[src/rtl/bimodal_pred.sv]
module bimodal_pred #(
  parameter int PC_W     = 32,
  parameter int SPAN     = 32,
  parameter int CTR_W    = 2,
  parameter int MISS_CYC = 2,
  parameter int PEN_W    = 2
) (
  input  logic            clk,
  input  logic            rst_n,
  input  logic [PC_W-1:0] lk_pc,
  output logic            lk_pred,
  input  logic            rs_valid,
  input  logic [PC_W-1:0] rs_pc,
  input  logic            rs_taken,
  output logic            rs_mispredict,
  output logic [PEN_W-1:0] rs_penalty,
  output logic            jump_mark
);
  localparam int DEPTH = SPAN / 2;
  localparam int IDX_W = $clog2(DEPTH);
  localparam logic [CTR_W-1:0] CTR_MAX = {CTR_W{1'b1}};

  logic [CTR_W-1:0] ctr [DEPTH];
  logic [IDX_W-1:0] lk_idx, rs_idx;
  logic [CTR_W-1:0] rs_ctr;
  logic             rs_guess;

  assign lk_idx   = lk_pc[IDX_W:1];
  assign rs_idx   = rs_pc[IDX_W:1];
  assign lk_pred  = ctr[lk_idx][CTR_W-1];
  assign rs_ctr   = ctr[rs_idx];
  assign rs_guess = rs_ctr[CTR_W-1];

  assign rs_mispredict = rs_valid && (rs_taken != rs_guess);
  assign rs_penalty    = rs_mispredict ? PEN_W'(MISS_CYC) : '0;

  for (genvar i = 0; i < DEPTH; i++) begin : g_ctr
    always_ff @(posedge clk or negedge rst_n) begin
      if (!rst_n)
        ctr[i] <= '0;
      else if (rs_valid && rs_idx == IDX_W'(i)) begin
        if (rs_taken && ctr[i] != CTR_MAX)
          ctr[i] <= ctr[i] + 1'b1;
        else if (!rs_taken && ctr[i] != '0)
          ctr[i] <= ctr[i] - 1'b1;
      end
    end
  end

  always_ff @(posedge clk or negedge rst_n) begin
    if (!rst_n) jump_mark <= 1'b0;
    else        jump_mark <= rs_valid && rs_taken;
  end
endmodule

[config.mk]
export PLATFORM = sky130hd
export DESIGN_NAME = bimodal_pred
export DESIGN_NICKNAME = d
export VERILOG_FILES = /design/src/rtl/bimodal_pred.sv
export SDC_FILE = /design/constraint.sdc
export NUM_CORES = 1
export LEC_CHECK = 0
export ABC_AREA = 0
export BUFFER_PORTS_ARGS = -buffer_cell sky130_fd_sc_hd__clkbuf_2
export CORE_AREA = 4 4 76 71
export DETAILED_ROUTE_END_ITERATION = 7
export DIE_AREA = 0 0 80 75
export GPL_ROUTABILITY_DRIVEN = 1
export PLACE_DENSITY_LB_ADDON = 0.1
export SYNTH_ARGS = -nofsm -noshare
export SYNTH_HDL_FRONTEND = slang
export SYNTH_SLANG_ARGS = --single-unit
[constraint.sdc]
create_clock -name clk -period 5.8 [get_ports clk]
set_input_delay 0.58 -clock clk [delete_from_list [all_inputs] [get_ports clk]]
set_output_delay 0.58 -clock clk [all_outputs]
set_load 0.05 [all_outputs]
Word-level counts from Yosys, hierarchy flattened --
Cells that the tools add are included.
Word-level totals: logic and storage cells 224, flip-flop bits (word level) 33, output and inout port bits 5
Operators by class: reduce and logical (&&, ||, !) cells 100, bitwise operators 2, eq/ne operators 32, $lt $le $gt $ge 2, add/sub/neg operators 32, muxes and demuxes 39
Operators by type and width (number):
- $mux 2 | 37
- $reduce_bool 2->1 | 32
- $logic_and 1x1->1 | 50
- $add 2x1->2 const B | 16
- $eq 4x4->1 const B | 8
- $ne 2x2->1 const B | 16
- $reduce_and 2->1 | 16
- $sub 2x1->2 const B | 16
- $bmux 2 s4 | 2
- $eq 4x3->1 const B | 4
- $ge 5x5->1 const B | 2
- $not 4->5 | 2
- $eq 4x2->1 const B | 2
- $eq 4x1->1 const B | 1
- $logic_not 4->1 | 1
- $logic_not 1->1 | 1
- $ne 1x1->1 | 1

Depth between registers and ports, before layout --
Gate-level depths: netlist (run 1).
word-level depth 7, depth in mapped cells 6, gate-level depth less buffers 4

Worst setup path after synthesis (run 1) --
No wires, ideal clock.
path type input to output, from input port rs_pc[4], to output port rs_penalty[1], path buffers 2, data arrival time 2.509 ns, data required time 5.220 ns, path slack 2.711 ns, stages 6, path through buf_6 > mux4_2 > mux4_2 > xnor2_1 > and2_1 > buf_4
Between the ends: longest elaborated chain between the ends 7
RTL lines:
- start: declaration | RTL line 13 | input logic [PC_W-1:0] rs_pc,
- $not 4->5 (not written as such) | RTL line 31 | assign rs_ctr = ctr[rs_idx];
- $bmux 2 s4 | RTL line 31
- $mux 2 (not written as such) (2 in a row) | RTL line 31
- $ne 1x1->1 | RTL line 34 | assign rs_mispredict = rs_valid && (rs_taken != rs_guess);
- $logic_and 1x1->1 | RTL line 34
- via rs_mispredict | RTL line 15 | output logic rs_mispredict,
- $mux 2 | RTL line 35 | assign rs_penalty = rs_mispredict ? PEN_W'(MISS_CYC) : '0;
- end: declaration | RTL line 16 | output logic [PEN_W-1:0] rs_penalty,
The timed path passes the listed nets, and every way through them passes these cells. The select of a mux whose other input is x is not followed.

Worst setup path in the final report (run 1) --
from input port rs_pc[4], to output port rs_mispredict
Between the ends: longest elaborated chain between the ends 6
RTL lines (RTL line):
- $not 4->5 (not written as such) | 31
- $bmux 2 s4 | 31
- $mux 2 (not written as such) (2 in a row) | 31
- $ne 1x1->1 | 34
- $logic_and 1x1->1 | 34
- end: declaration | 15
Every way passes these cells. The select of a mux whose other input is x is not followed.

==> flow_results.org, run 1 <==
** Outcome
- Status :: complete, no violations

** GRT
- Total global-route track usage :: 18.4%
- Total gr overflow :: 0
- Initial antenna violation count :: 0
- The via count of the first global-routing pass came to approximately 1700.
- Maximum number of pins on one net before global-route repair :: 61
- The first global-routing pass estimated 8270 um of wire.

** Final layout
- Cells with a size suffix above 1 make up between 10% and 20% of the layout.
- The finished cells cover approximately 2200 um2.
- At the end of the flow, the number of nets in the layout was about 290.
- The library cell used most frequently in the layout, excluding fill and tap cells, is sky130_fd_sc_hd__o21ai_0.
- Final design utilization :: approximately 46%
- Number of diodes added for antenna fixing :: 0
- Across the whole layout, storage elements account for between 800 and 900 um2.
- For this run, the number of standard cells in the final layout without fillers is roughly 300.
- Counting the fill cells in the layout gives a little under 500.
- The multi-input combinational cells in the finished layout cover a total of about 1000 um2.
- Leading cell types in the layout, fill and taps excluded :: sky130_fd_sc_hd__o21ai_0 (40), sky130_fd_sc_hd__dfrtp_1 (33), sky130_fd_sc_hd__a21oi_1 (32)
- Signed area change from the synthesized netlist to the final layout :: 8.68%

** Setup path
- Category of the critical setup timing path :: in2out
- Setup slack on the worst reg-to-reg path comes out at about 4.8 ns.
- Counting both buffers and inverters, the worst setup path holds a total of 2.
- Dominant cell type by count on the critical path :: sky130_fd_sc_hd__clkbuf_2
- The worst register-to-register path ends at ctr[2]$_DFFE_PN0P_.
- Walking the worst path, the cells encountered are clkbuf_2 -> mux4_1 -> mux4_2 -> xnor2_1 -> and2_1 -> clkbuf_2.
- WP data required :: between 5 and 6 ns
- Startpoint Class :: input port
- Critical Path Sink Type :: output port
- Signal arrival time at the worst endpoint :: 2.53 ns
- The cell family contributing the most delay on the critical path is multiplexers.
- Highest cell delay on the worst timing path :: ~0.6 ns
- Length in cells of the worst reg-to-reg path :: 3
- Highest net fanout along the worst path :: 12
- Standard cell with the maximum stage delay on the critical path :: sky130_fd_sc_hd__mux4_1
- The worst register-to-register path begins at ctr[2]$_DFFE_PN0P_.

** Die
- Pin placement for this block handled 73 I/O pins.
- Y dimension of the die :: about 75 um
- Floorplan Core Area :: about 4700 um2
- Initial Utilization :: a little over two fifths
- The floorplan step defined a die boundary enclosing approximately 6000 um2.
- Horizontal extent of the die :: 80 um
- Std cell rows :: 24

** CTS
- Number of setup buffers added after CTS :: 0
- Clock-pin slew was measured on the worst setup and hold paths at ~0.070 ns.
- For this design, the sink count on the clock tree is 33.
- TritonCTS clock tree :: done
- Quantity of hold-fixing buffers added after cts :: 0
- The clock passes through at most 2 buffers.
- Post-CTS repair changed the size of 0 cells.
- Number of buffers created by CTS :: 5
- For the worst-skew pair, the clock arrives at the later sink with an insertion delay of around 0.28 ns.
- Library cell used as clock root buffer :: sky130_fd_sc_hd__clkbuf_8
- The clock tree synthesis step divided the H-tree into 2 levels.

** Routing
- Wire segments on met2 add up to approximately 2300 um in the final route.
- Routed wire per std cell :: about 17 um
- The detailed router put a total of 2160 um of wire on met1.
- Via-to-Cell Ratio :: ~5.7
- The routed layout has between 1500 and 2000 vias.
- Remaining routing DRC violations :: 0
- The first detailed-routing pass ran for 4 iterations.
- Once detail routing completed, the nets flagged for antenna violations numbered 0.
- The detailed router finished its first iteration with about 180 violations.
- The highest metal layer carrying signal wires in the routed design is met4.
- Detailed routing placed a total of 243 um of wire on met3.
- Final Routed Wirelength :: 4820 um

** Timing
- Across all hold checks on the routed design, the worst slack comes to 0.389 ns.
- Dividing the final minimum period by the clock period gives between 50% and 60%.
- Setup slack closes at 2.69 ns.
- Setup repair after global routing left no endpoint under its margin.
- The count of final max-slew check failures came to 0.
- Across the routed clock network, the largest skew measured is 0.000304 ns.
- Slew Limit Headroom :: 33.7%
- Minimum period implied by the final worst setup slack :: about 3.1 ns
- Total of endpoints with negative setup slack in the final report :: 0
- FMAX :: 322 MHz
- Aggregate negative setup slack :: 0 ns
- For the pin with the worst max-slew slack, the measured transition is 0.995 ns.
- Hold violation total from the final report :: 0

** Placement
- Count of port buffers added during placement :: 15
- Summing all placed instances gives a cell area of about 2100 um2.
- The congestion estimate from routability-driven global placement came to about 0.84.
- Worst slack, placed :: ~2.7 ns
- The wire-length estimate of the detail-placed layout is 3360 um.
- Once placement completed, the tool counted placed cells totaling 284.

** Synthesis
- Cells after Synth :: around 220
- Mapped Nets :: approximately 290
- For this run, the number of Yosys warnings is 0.
- Counting distinct cell types in the post-synthesis netlist gives 30.
- Register area share after synthesis :: between 40% and 50%
- FF+latch count, synth :: 33
- Post-synthesis area per instance :: 9.17 um2
- Post-synthesis instance area :: a little under 2000 um2

** Power
- Power spread over the standard cell area amounts to between 200 and 250 nW/um2.
- Worst vdd rail ir drop :: roughly 110 uV
- Post-layout total power :: roughly 520 uW
- Leak Pwr :: around 0.85 nW

** Flow run
- Max-cap violations in this run came to 0.

** Min path
- Worst hold-check path type :: in2async
worst register-to-register path, cell delays in order, from the launching register on:
cell and delay [ns]:
sky130_fd_sc_hd__dfrtp_1 0.40, sky130_fd_sc_hd__nor3_1 0.32, sky130_fd_sc_hd__a21oi_1 0.08, sky130_fd_sc_hd__o211ai_1 0.17
layer usage:
metal	track usage, %	vias up
met1	24.5	825
met3	3.95	8
met4	8.82	0
met5	0	-
li1	-	793
met2	28.9	46
cells by family after synthesis:
family,count (synthesis),synth area share [%]
AOI/OAI and AO/OA,78,20.3
xor gates and xnor gates,1,0.440
buffers and inverters,27,5.85
DFF,33,41.5
muxes,24,18.7
other,1,0.188
and+or+nand+nor,53,13.0
Yosys cell counts (all sizes together):
master	number	area, um2
a211oi	2	15.0
a21bo	1	10.0
a21oi	32	160
and2	2	12.5
and3	1	6.26
and3b	2	17.5
buf	3	26.3
clkbuf	10	37.5
conb	1	3.75
dfrtp	33	826
inv	14	52.6
mux2i	14	140
mux4	10	233
nand2	13	48.8
nand2b	2	12.5
nand3	5	25.0
nand3b	2	15.0
nor2	16	60.1
nor2b	2	12.5
nor3	5	25.0
nor3b	1	7.51
o211ai	1	7.51
o21ai	41	205
o22ai	1	6.26
or3	1	6.26
or3b	1	8.76
xnor2	1	8.76
worst max-delay path by stage:
stage             start            end  slack, ns  cells past startpoint
2_1_floorplan  rs_pc[4]  rs_penalty[1]       2.71                      6
3_3_place_gp   rs_pc[4]  rs_mispredict       2.74                      6
3_5_place_dp   rs_pc[4]  rs_mispredict       2.72                      6
4_1_cts        rs_pc[4]  rs_mispredict       2.72                      6
5_1_grt        rs_pc[4]  rs_mispredict       2.58                      6
6_report       rs_pc[4]  rs_mispredict       2.69                      6
report_power, final:
group	internal [mW]	switching [mW]
clock network	0.0852	0.0810
registers	0.253	0.00939
logic	0.0364	0.0591
cell type report:
| type | instances | area share [%] |
|---|---|---|
| multi-input cells | 157 | 48.4 |
| flip-flops and latches | 33 | 38.2 |
| repair buffers | 15 | 3.47 |
| clock buffers | 8 | 3.70 |
| well taps | 65 | 3.76 |
| inverters | 14 | 2.43 |
sequential cells by signal, summed over array words and instances (netlist names):
name and flops:
ctr 32, jump_mark 1
(Power assumes the default switching activity.)
==> run 2: changes to the inputs <==
==> constraint.sdc (replaced) <==
create_clock -name clk -period 2.5 [get_ports clk]
set_input_delay 0.25 -clock clk [delete_from_list [all_inputs] [get_ports clk]]
set_output_delay 0.25 -clock clk [all_outputs]
set_load 0.05 [all_outputs]
==> flow_results.org, run 2 (synthesis results as in run 1) <==
** Final layout
- Final design utilization :: 48.2% (+2.1 points)
- Signed area change from the synthesized netlist to the final layout :: 13.6%
- In the layout the commonest cells are sky130_fd_sc_hd__o21ai_0 (40), sky130_fd_sc_hd__a21oi_1 (32), sky130_fd_sc_hd__dfrtp_1 (27).
- Counting flops per register, the top entry is ctr.
- Final std cell area, no fill :: 2260 um2 (+4.5%)
- The flip-flop count of the largest register after layout came to 32 (unchanged).
- The filler cell count is 467 (-5.3%).
- Leaving out fill and tap cells, the most frequent cell in the layout is sky130_fd_sc_hd__o21ai_0.
- Area of combinational cells with multiple inputs :: 1060 um2 (+0.96%)
- # nets final :: 303 (+3.1%)
- The sequential cell area is 833 um2 (+0.91%).
- The ratio of cells with drive above 1 in the final layout came to 19.5% (+6.7 points).
- Number of diodes added for antenna fixing :: 0 (unchanged)
- The largest registers in the layout are ctr x32, jump_mark x1.

** Power
- Post-layout total power :: 1.23 mW (+130%)
- The total leakage power came to 0.897 nW (+5.6%).
- Worst vdd rail ir drop :: 292 uV (+160%)
- The power density over the cells came to 542 nW/um2 (+120%).

** Routing
- Via total after detailed routing :: 1705 (+2.0%)
- The average routed wire per standard cell came to 16.2 um (-1.8%).
- The post-detailed-route via-to-cell ratio was 5.66 (-1.1%).
- Drt pass-1 iters :: 4 (unchanged)
- The final wirelength came to 4880 um (+1.2%).
- The residual DRC count came to 0 (unchanged).
- The number of nets with antenna violations after detailed routing was 0 (unchanged).
- Number of DRC markers in iteration 0 :: 146 (-19%)

** CTS
- TritonCTS clock tree :: done
- Quantity of hold-fixing buffers added after cts :: 0 (unchanged)
- The number of levels in the clock H-tree was 2 (unchanged).
- Max Buffers Root-to-Sink :: 2 (unchanged)
- Clk_lat worst skew :: 0.28 ns (about the same)
- Library cell used as clock root buffer :: sky130_fd_sc_hd__clkbuf_8
- The clock input transition at the sequential cells of the worst setup and hold paths is 0.07 ns (about the same).
- Clock sink count :: 33 (unchanged)
- Number of buffers created by CTS :: 5 (unchanged)

** Setup path
- WP data required :: 2.25 ns (-2.97 ns)
- Signal arrival time at the worst endpoint :: 2.17 ns (-0.36 ns)
- Length in cells of the worst reg-to-reg path :: 3 (unchanged)
- Highest net fanout along the worst path :: 6 (-6)
- STA classifies the critical path endpoint as an output port.
- Category of the critical setup timing path :: reg2out
- The worst setup path is launched from a flip-flop.

** GRT
- The total overflow reported by the global router was 0 (unchanged).
- The global-route total usage across every layer was 17.6% (-0.80 points).
- Number of global-route vias before repair :: 1637 (-3.0%)
- Initial antenna violation count :: 0 (unchanged)
- The global-route wire length before repair is 7980 um (-3.4%).
- Maximum number of pins on one net before global-route repair :: 34 (-44%)

** Placement
- The worst slack at placement is 0.128 ns (-2.60 ns).
- Count of port buffers added during placement :: 15 (unchanged)
- The area of placed instances was 2110 um2 (+1.4%).
- The HPWL after detailed placement is 3460 um (+2.9%).
- Final weighted congestion in routability-driven placement :: 0.844 (about the same)

** Min path
- Worst hold-check path type :: in2async

** Timing
- Hold violation total from the final report :: 0 (unchanged)
- The final worst setup slack was 0.0817 ns (-2.61 ns).
- Setup repair after global routing could not meet its margin everywhere.
- Of the available clock period, the critical path in the final layout requires between 90 and 100%.
- The slew of the pin with the lowest slew margin is 0.841 ns (-0.154 ns).
- The worst hold slack is 0.0578 ns (-0.331 ns).
- Derived from the worst setup path, the maximum achievable clock frequency is around 410 MHz.
- Slew Limit Headroom :: 43.9% (+10 points)
- Minimum period implied by the final worst setup slack :: around 2.4 ns
- The count of final max-slew check failures came to 0 (unchanged).
- Largest clock skew in the final design :: 0.00340 ns (+0.00310 ns)
- Total of endpoints with negative setup slack in the final report :: 0 (unchanged)

** Die
- Count of pins on the block boundary :: 73 (unchanged)
- The effective utilization at floorplan was 42.5% (unchanged).
- The die outline height is 75 um (unchanged).
- The row count came to 24 (unchanged).
- The area of the die was 6000 um2 (unchanged).
- Horizontal extent of the die :: 80 um (unchanged)
- Floorplan Core Area :: 4680 um2 (unchanged)

** Outcome
- Status :: complete, no violations

** Flow run
- The number of max-cap violations was 0 (unchanged).
[run 2: cell types whose count changed in the layout (fill, tap and decap cells not counted), sizes merged]
cell    change
buf        +11
clkbuf      -2
[run 2: metal layers]
metal	global-route usage, %	part of all wire, %	wire length (um)
met4	6.19	0.76	37
met5	0	0	0
met2	27.5	48	2340
met3	4.07	5.2	255
met1	24.2	46	2250
[run 2: layout make-up]
cell class                      count  area share, %
Timing Repair Buffer               24           6.87
Clock buffer                        8           3.54
Sequential cell                    33           36.9
Inverter                           14           2.33
Multi-Input combinational cell    157           46.8
Tap cell                           65           3.60
[run 2: path summary, 6_finish.rpt]
check	slack, ns	to	from
hold reg to reg	0.48	ctr[6]$_DFFE_PN0P_	ctr[6]$_DFFE_PN0P_
setup reg to reg	1.46	ctr[2]$_DFFE_PN0P_	ctr[2]$_DFFE_PN0P_
hold / removal	0.06	ctr[30]$_DFFE_PN0P_	rst_n
min in group clk	0.37	jump_mark$_DFF_PN0_	rs_valid
max in group asynchronous	1.85	ctr[1]$_DFFE_PN0P_	rst_n
setup / recovery	0.08	rs_mispredict	ctr[17]$_DFFE_PN0P_
[run 2: worst max-delay path, cell delays in order, from the launching register on]
cell and delay (ns):
sky130_fd_sc_hd__dfrtp_1 0.43, sky130_fd_sc_hd__mux4_2 0.48, sky130_fd_sc_hd__mux4_2 0.51, sky130_fd_sc_hd__xnor2_2 0.15
sky130_fd_sc_hd__and2_4 0.17, sky130_fd_sc_hd__buf_6 0.14
[run 2: power by group]
part / leakage, nW / internal, mW / total, mW / switching [mW]
Sequential: 0.338 / 0.588 / 0.609 / 0.0212
Clock: 0.0395 / 0.198 / 0.383 / 0.185
Combinational: 0.520 / 0.0946 / 0.234 / 0.139
[run 2: what timing repair did]
action / in CTS / in global routing
pin swaps: 0 / 0
setup buffers: 0 / 5
setup endpoints to repair: 2 / 2
resized for setup: 2 / 12
[run 2: metrics by stage]
| stage | cells | TNS [ns] |
|---|---|---|
| floorplan | 217 | 0 |
| finish | 301 | 0 |
| global placement | 288 | 0 |
| CTS | 296 | -0.0448 |
| global route | 301 | -0.0108 |
| detailed placement | 288 | 0 |
==> run 3: changes to the inputs <==
--- a/config.mk
+++ b/config.mk
@@ -6,10 +6,10 @@
 export NUM_CORES = 1
 export LEC_CHECK = 0
 export ABC_AREA = 0
-export BUFFER_PORTS_ARGS = -buffer_cell sky130_fd_sc_hd__clkbuf_2
 export CORE_AREA = 4 4 76 71
 export DETAILED_ROUTE_END_ITERATION = 7
 export DIE_AREA = 0 0 80 75
+export DONT_BUFFER_PORTS = 1
 export GPL_ROUTABILITY_DRIVEN = 1
 export PLACE_DENSITY_LB_ADDON = 0.1
 export SYNTH_ARGS = -nofsm -noshare
==> constraint.sdc (replaced) <==
create_clock -name clk -period 2.5 [get_ports clk]
set_input_delay 0.5 -clock clk [delete_from_list [all_inputs] [get_ports clk]]
set_output_delay 0.5 -clock clk [all_outputs]
set_load 0.05 [all_outputs]
==> flow_results.org, run 3 (synthesis results as in run 1) <==
** GRT
- The largest net degree at the start of global routing was 61 (+79%).
- The via count of the first global-routing pass was 1719 (+5.0%).
- Total global-route track usage :: 18.7% (+1.1 points)
- The global-route wire length before repair came to 8310 um (+4.1%).
- Initial antenna violation count :: 0 (unchanged)
- The total overflow reported by the global router was 0 (unchanged).

** Setup path
- Among all stages on the critical path, the largest delay is contributed by sky130_fd_sc_hd__mux4_2.
- Length in cells of the worst reg-to-reg path :: 5 (+2)
- The data arrival time of the critical path is 2.18 ns (about the same).
- The startpoint identified for the worst register-to-register timing path is ctr[1]$_DFFE_PN0P_.
- Reg2Reg Capture Point :: ctr[0]$_DFFE_PN0P_
- The worst setup path is launched from a flip-flop.
- Register-to-register setup slack :: 1.40 ns (-0.06 ns)
- The sum of buffers and inverters on the critical path came to 0 (-1).
- The required time reported for the critical path endpoint was 2.00 ns (-0.25 ns).
- Highest net fanout along the worst path :: 2 (-4)
- Cell Chain, Critical Path :: mux4_2 -> mux4_2 -> xnor2_2 -> and2_4
- Top cell family by delay on the critical path :: multiplexers
- The largest stage delay on the critical path was 0.52 ns (about the same).
- Category of the critical setup timing path :: reg2out
- Critical Path Sink Type :: output port
- Dominant cell type by count on the critical path :: sky130_fd_sc_hd__mux4_2

** CTS
- TritonCTS clock tree :: done
- The CTS sink count was 33 (unchanged).
- The maximum buffer depth of the clock tree is 2 (unchanged).
- The number of levels in the clock H-tree was 2 (unchanged).
- The root buffer cell chosen for the clock tree is sky130_fd_sc_hd__clkbuf_8.
- The clock input transition at the sequential cells of the worst setup and hold paths is 0.07 ns (about the same).
- The CTS buffer count is 5 (unchanged).
- Clk_lat worst skew :: 0.29 ns (about the same)

** Final layout
- Leading cell types in the layout, fill and taps excluded :: sky130_fd_sc_hd__o21ai_0 (40), sky130_fd_sc_hd__dfrtp_1 (33), sky130_fd_sc_hd__a21oi_1 (32)
- Signed area change from the synthesized netlist to the final layout :: 13.1%
- Most common cell after layout, fill and taps aside :: sky130_fd_sc_hd__o21ai_0
- The ratio of cells with drive above 1 in the final layout was 16.9% (-2.6 points).
- The flip-flop count of the largest register after layout came to 32 (unchanged).
- Final std cell area, no fill :: 2250 um2 (-0.39%)
- Most flop-heavy register :: ctr
- # nets final :: 298 (-1.7%)
- The largest registers in the layout are ctr x32, jump_mark x1.
- The final antenna diode count was 0 (unchanged).

** Routing
- The final wirelength was 4990 um (+2.3%).
- Routed wire per std cell :: 16.9 um (+4.1%)
- Number of antenna-violating nets in the routed design :: 0 (unchanged)
- The residual DRC count was 0 (unchanged).
- The via count of the routed design is 1681 (-1.4%).
- Drt pass-1 iters :: 4 (unchanged)
- The post-detailed-route via-to-cell ratio came to 5.68 (+0.26%).
- Number of DRC markers in iteration 0 :: 139 (-4.8%)

** Power
- Power density over cell area :: 532 nW/um2 (-2.0%)
- Worst vdd rail ir drop :: 319 uV (+9.2%)
- Leak Pwr :: 0.889 nW (-0.92%)

** Timing
- Aggregate negative setup slack :: -0.514 ns (-0.514 ns)
- Number of max-slew violations in the final report :: 0 (unchanged)
- The upper clock frequency limit was 373 MHz (-9.9%).
- The final critical path time including I/O delays and setup came to 2.68 ns (+0.265 ns).
- The final worst setup slack came to -0.184 ns (-0.265 ns).
- Hold violation total from the final report :: 0 (unchanged)
- The fraction of the cycle the final worst path needs came to 107% (+11 points).
- Total of endpoints with negative setup slack in the final report :: 3 (+3)
- The clock skew was 0.00522 ns (+0.00182 ns).
- RSZ-0062 raised after global routing :: yes

** Placement
- Final weighted congestion in routability-driven placement :: 0.809 (-4.2%)
- Count of port buffers added during placement :: 0 (-15)
- The area of placed instances came to 2130 um2 (+0.83%).
- The HPWL after detailed placement came to 3500 um (+1.3%).

** Flow run
- The number of max-cap violations was 0 (unchanged).

** Die
- Count of pins on the block boundary :: 73 (unchanged)
- The row count came to 24 (unchanged).
- Die Footprint :: 6000 um2 (unchanged)
- Horizontal extent of the die :: 80 um (unchanged)
- Initial Utilization :: 42.5% (unchanged)
- Floorplan Core Area :: 4680 um2 (unchanged)
- The die outline height was 75 um (unchanged).

** Min path
- Worst hold-check path type :: in2async

** Outcome
- Status :: complete, but fails checks
- The final reports fail on setup timing.
-- run 3: worst max path at each step --
stage,startpoint,to,slack [ns],depth (start not counted)
global placement,rs_pc[4],rs_penalty[1],-0.02,4
CTS,ctr[1]$_DFFE_PN0P_,rs_mispredict,-0.18,4
floorplan,rs_pc[4],rs_penalty[1],-0.13,6
global route,ctr[1]$_DFFE_PN0P_,rs_penalty[1],-0.24,4
finish,ctr[1]$_DFFE_PN0P_,rs_mispredict,-0.18,4
detailed placement,rs_pc[4],rs_mispredict,-0.04,4
-- run 3: cell type report --
type / instances / area, um2
tap: 65 / 81.3
multi-input combinational: 157 / 1050
timing repair buffer: 19 / 159
sequential: 33 / 826
fill: 449 / 2430
clock buffer: 6 / 72.6
inverter: 14 / 52.6
clock inverter: 2 / 10.0
-- run 3: layer usage --
metal  track usage (%)  vias to the layer above  wire length, um
li1                  -                      803                -
met1              22.4                      810             2060
met2              30.5                       52             2420
met3              6.34                       16              350
met4              8.82                        0              166
met5                 0                        -                0
-- run 3: through the flow --
step                      worst slack (ns)  instances  power (mW)  util [%]  hold WS, ns
final                               -0.184        296        1.20      48.1       0.0381
after detailed placement           -0.0372        285       0.797      45.5        0.206
after global placement             -0.0228        285       0.787      45.5        0.206
after global routing                -0.237        296        1.27      48.1       0.0355
after floorplan                     -0.127        217       0.789         -        0.204
after CTS                           -0.177        295        1.21      48.0       0.0379
-- run 3: worst reg2reg max path: stages (launching register included) --
cell	delay [ns]
sky130_fd_sc_hd__dfrtp_1	0.38
sky130_fd_sc_hd__buf_4	0.14
sky130_fd_sc_hd__buf_4	0.12
sky130_fd_sc_hd__buf_6	0.11
sky130_fd_sc_hd__o21ai_0	0.14
sky130_fd_sc_hd__o21ai_0	0.09
-- run 3: timing repair --
action,4_1_cts,5_1_grt
hold endpoints to repair,33,0
pin swaps,1,0
endpoints found under the setup margin,2,3
resized for setup,3,1
hold buffers,1,0
buffers inserted,1,1
cloned,0,0
-- run 3: report_power, final --
part | switching, mW | total (mW) | internal [mW]
logic | 0.107 | 0.193 | 0.0859
registers | 0.0220 | 0.610 | 0.588
clock network | 0.201 | 0.394 | 0.193
total | 0.330 | 1.20 | 0.866
